===== src/rtl/xing_light_ctrl.sv =====
module xing_light_ctrl #(
  parameter int TICK_CYCLES = 1_500_000_000
) (
  input  logic clk,
  input  logic rst,
  input  logic car_ns,
  input  logic car_ew,
  output logic ns_green,
  output logic ns_red,
  output logic ew_green,
  output logic ew_red
);
  localparam int CW = (TICK_CYCLES > 2) ? $clog2(TICK_CYCLES) : 1;
  localparam logic [CW-1:0] LAST = CW'(TICK_CYCLES - 1);

  typedef enum logic {NS_GO = 1'b0, EW_GO = 1'b1} phase_t;

  phase_t        phase;
  logic [CW-1:0] cnt;
  logic          upd;
  logic          swap;

  assign upd  = (cnt == LAST);
  assign swap = (phase == NS_GO) ? car_ew : car_ns;

  always_ff @(posedge clk) begin
    if (rst) begin
      cnt   <= '0;
      phase <= NS_GO;
    end else begin
      cnt <= upd ? '0 : cnt + 1'b1;
      if (upd && swap)
        phase <= (phase == NS_GO) ? EW_GO : NS_GO;
    end
  end

  assign ns_green = (phase == NS_GO);
  assign ew_green = (phase == EW_GO);
  assign ns_red   = ~ns_green;
  assign ew_red   = ~ew_green;
endmodule



===== config.mk =====
export PLATFORM = sky130hd
export DESIGN_NAME = xing_light_ctrl
export DESIGN_NICKNAME = d
export VERILOG_FILES = /design/src/rtl/xing_light_ctrl.sv
export SDC_FILE = /design/constraint.sdc
export NUM_CORES = 1
export LEC_CHECK = 0
export BUFFER_PORTS_ARGS = -buffer_cell sky130_fd_sc_hd__buf_2
export CAP_MARGIN = 20
export CORE_AREA = 2 2 57 59
export CTS_CLUSTER_SIZE = 28
export DETAILED_ROUTE_END_ITERATION = 10
export DIE_AREA = 0 0 59 61
export PLACE_DENSITY = 0.82
export SLEW_MARGIN = 15
export SYNTH_ARGS = -nofsm -noshare
export SYNTH_HDL_FRONTEND = slang
export SYNTH_SLANG_ARGS = --single-unit

===== constraint.sdc =====
create_clock -name clk -period 1.92 [get_ports clk]
set_input_delay 0.288 -clock clk [delete_from_list [all_inputs] [get_ports clk]]
set_output_delay 0.288 -clock clk [all_outputs]
set_load 0.02 [all_outputs]

Word level (Yosys, flattened, before mapping):

Index checks and enable logic that the tools add are counted.

* word-level logic and storage cells: 9
* bits of input ports: 4
* bits in registers: 32
* output and inout bits: 4

* eq/ne operators: 1
* reductions and logical operators: 2
* bitwise operators: 1
* mux-type cells: 2
* $add $sub $neg: 1

Operator list (number)
* adder 31 x 1 -> 31 bit, second input constant: 1
* == test 31 bit, second input constant: 1
* 2-to-1 mux 1 bit: 2
* OR reduction 2 bit: 1
* logical AND 1 bit: 1
* NOT 1 bit: 1

Longest topological paths before layout:

* depth after elaboration: 2
* mapped depth: 7
* depth with buffers taken out: 5

Worst setup path after synthesis:

Ideal clock, no wire load.

* path kind: register to register
* start: reg cnt[0]
* end: reg cnt[24]
* clock period less this slack: 2.028 ns
* cell stages (with the launch flop): 7
* slack: -0.108 ns
* data required time: 1.850 ns
* buffers on the path: 1
* setup time: 0.070 ns
* data arrival time: 1.958 ns
* path through: dfxtp_1 ha_1 nand3_1 or4b_1 buf_2 or4_1 a21oi_1

* cells in the longest elaborated chain, start to end: 2
* elaborated cells between the ends (all ways): 3
* those cells by class: add/sub (1); eq/ne (1); reduce/logical (1)

RTL lines
* start, declared: RTL line 19 `logic [CW-1:0] cnt;`
* start signal, assigned: RTL line 31 `cnt <= upd ? '0 : cnt + 1'b1;`
* parallel branches: the longest is 2 deep, another holds adder 31 x 1 -> 31 bit

Parallel ways; which one is timed is not known.
A chain may end at the register's enable or synchronous reset.

Worst setup path after layout:

* start: reg cnt[1]
* end: reg cnt[28]

The elaborated chain is that of the path after synthesis.

==> reports/metrics.csv <==
metric;value;unit
flops & latches, synth;32;
Clk Tree Root Cell;clkbuf_4;
Setup Skew;4.53;ps
Synth top area share;41.8;%
Yosys top cell by area;dfxtp_1;
startpoint types;flip-flop;
fin nets;225;
total CTS buffers;5;
worst slew pin tran;360;ps
H-tree lvl count;2;
die footprint;3600;sq um
buffers added on ports;7;
first-pass GRT wire length;6.15;mm
Leak;0.681;nW
ratio of final minimum period to clock period;99.3;%
layout cell share with drive strength beyond 1;30.5;%
Period minus WS final;1910;ps
Util after Layout;66.0;%
met3 wire len;187;microns
Chip Width;59;microns
Synth cell types;30;
endpoints failing hold;0;
Area Overhead vs Synth;27.2;%
Cells after Synth;182;
M1 WL;1.60;mm
final wirelength;3.95;mm
post-route ant nets;0;
RSZ-0062 raised after global routing;yes;
TritonRoute pass-1 iters;5;
vias in the first global route;1452;
CP Class;reg2reg;
status;finished clean;
DRC errors left;0;
Skew-Pair Late Insertion Delay;330;ps
EDFF count, synth;0;
vias per cell;6.11;
Hold Crit Class;in2reg;
# IOs;8;
largest net degree at the start of global routing;21;
Power Density;562;nW/um^2
Achievable Freq;524;MHz
Max FO, Critical Path;6;
Area contributors post-synth;dfxtp_1 42%, a21oi_1 6.5%, or4_1 4.9%, o31ai_1 3.9%, nor2_1 3.7%;
Synthesis Warnings;0;
Final Cell Area;1950;sq um
initial antenna violation count;0;
VDD IR-drop max;0.361;mV
# Max-Cap Violations;0;
Row Count;20;
area post-placement;1790;sq um
metal2 WL;2.10;mm
clock transition at the registers of the reported paths;100;ps
DR iter-0 viols;102;
dpl hpwl;2.62;mm
Hold Slack;230;ps
total inserted antenna cells;0;
synthesized area;1530;sq um
worst path arrival time;2180;ps
CTS tree;yes;
DR top layer;met4;
Power, Total;0.00110;W
Worst slew margin;75.8;%
Core ar.;2950;sq um
most common cell in the synthesized netlist;dfxtp_1;
fin. max-slew vios;0;
# fillers;220;
syn avg cell area;8.42;sq um
Die Span Y;61;microns
register area share after synthesis;41.8;%
Final GP Congestion;0.819;
Overflow after GRT;0;
most used flip-flop cell after synthesis;dfxtp_1;
CTS Sinks;32;
Critical Path End Type;flip-flop;
Via Count;1547;
WP data required;2190;ps
FFs w/ async S/R, synth;0;%
starting density of the core;51.9;%
most instantiated cells after synthesis;32 x dfxtp_1, 20 x a21oi_1, 15 x nor2_1;
Final setup viols;0;
GR Util All Layers;22.6;%
CTS Buffer Depth;2;
Syn Nets;187;
routed len/inst;15.6;microns
cells by family (layout without fill, tap and decap cells):
kind of cell             count (synthesis)  in the layout  share of synthesized area, %
flip-flops                              32             32                          41.8
buffers and inverters                   16             54                          4.57
XOR/XNOR                                11             11                          6.29
adder cells (fa/ha/maj)                  1              1                         0.816
AO/OA/AOI/OAI                           40             40                          15.3
AND/OR/NAND/NOR                         82             82                          31.3
cells in the final DEF (no fill, tap or decap), types with 8 or more instances in the layout:
cell and count:
nor2_1 15, buf_4 29, nand3_1 9, o21ai_0 9, nand4_1 8, a21oi_1 16
buf_2 8, nand2_1 10, dfxtp_1 27
layout make-up:
type                            count  area, sq um  area share (%)
Multi-Input combinational cell    134          888            45.6
Sequential cell                    32          647            33.2
Timing Repair Buffer               40          300            15.4
Clock buffer                        6         41.3            2.12
Tap cell                           33         41.3            2.12
Inverter                            7         26.3            1.35
Clock inverter                      1         5.00           0.257
worst max-delay path, cell delays in order (launching register included):
cell     delay [ps]
dfxtp_2         360
ha_4            140
nand3_2          60
or4b_4          530
buf_6           150
or4_1           460
a21oi_1         140
metrics by stage:
step / setup WS [ps] / cells / setup TNS [ps]
floorplan: 34.8 / 182 / 0
global placement: 37.3 / 239 / 0
detailed placement: -23.0 / 239 / -34.7
CTS: -12.3 / 248 / -12.3
global route: -49.4 / 253 / -135
finish: 12.9 / 253 / 0
flip-flops by register name (all words and copies together), names as in the netlist:
register  count
cnt          31
ew_green      1
power by group:
| part | internal [W] | switching (W) | total, W |
|---|---|---|---|
| registers | 0.000671 | 0.00000568 | 0.000677 |
| clock network | 0.000135 | 0.000224 | 0.000359 |
| logic | 0.0000289 | 0.0000314 | 0.0000603 |
| total | 0.000835 | 0.000261 | 0.00110 |
path summary, 6_finish.rpt:
kind	start	to	slack, ps	cells past startpoint
worst max-delay path	cnt[1]$_SDFF_PP0_	cnt[28]$_SDFF_PP0_	10	6
worst min-delay path	rst	cnt[8]$_SDFF_PP0_	230	2
worst max register to register	cnt[1]$_SDFF_PP0_	cnt[28]$_SDFF_PP0_	10	6
worst min register to register	cnt[27]$_SDFF_PP0_	cnt[27]$_SDFF_PP0_	500	2
layer usage:
layer | track usage [%] | vias up
met4 | 7.14 | 0
met1 | 25.8 | 741
met5 | 0 | -
met2 | 41.0 | 49
li1 | - | 747
met3 | 6.40 | 10
what timing repair did:
action	CTS	global route
endpoints found under the hold margin	0	0
gates cloned	1	0
hold buffers	0	0
endpoints found under the setup margin	5	26
resized for setup	4	12
pin swaps	5	9
setup buffers	1	5
No activity file was read; power rests on OpenSTA's default activity.
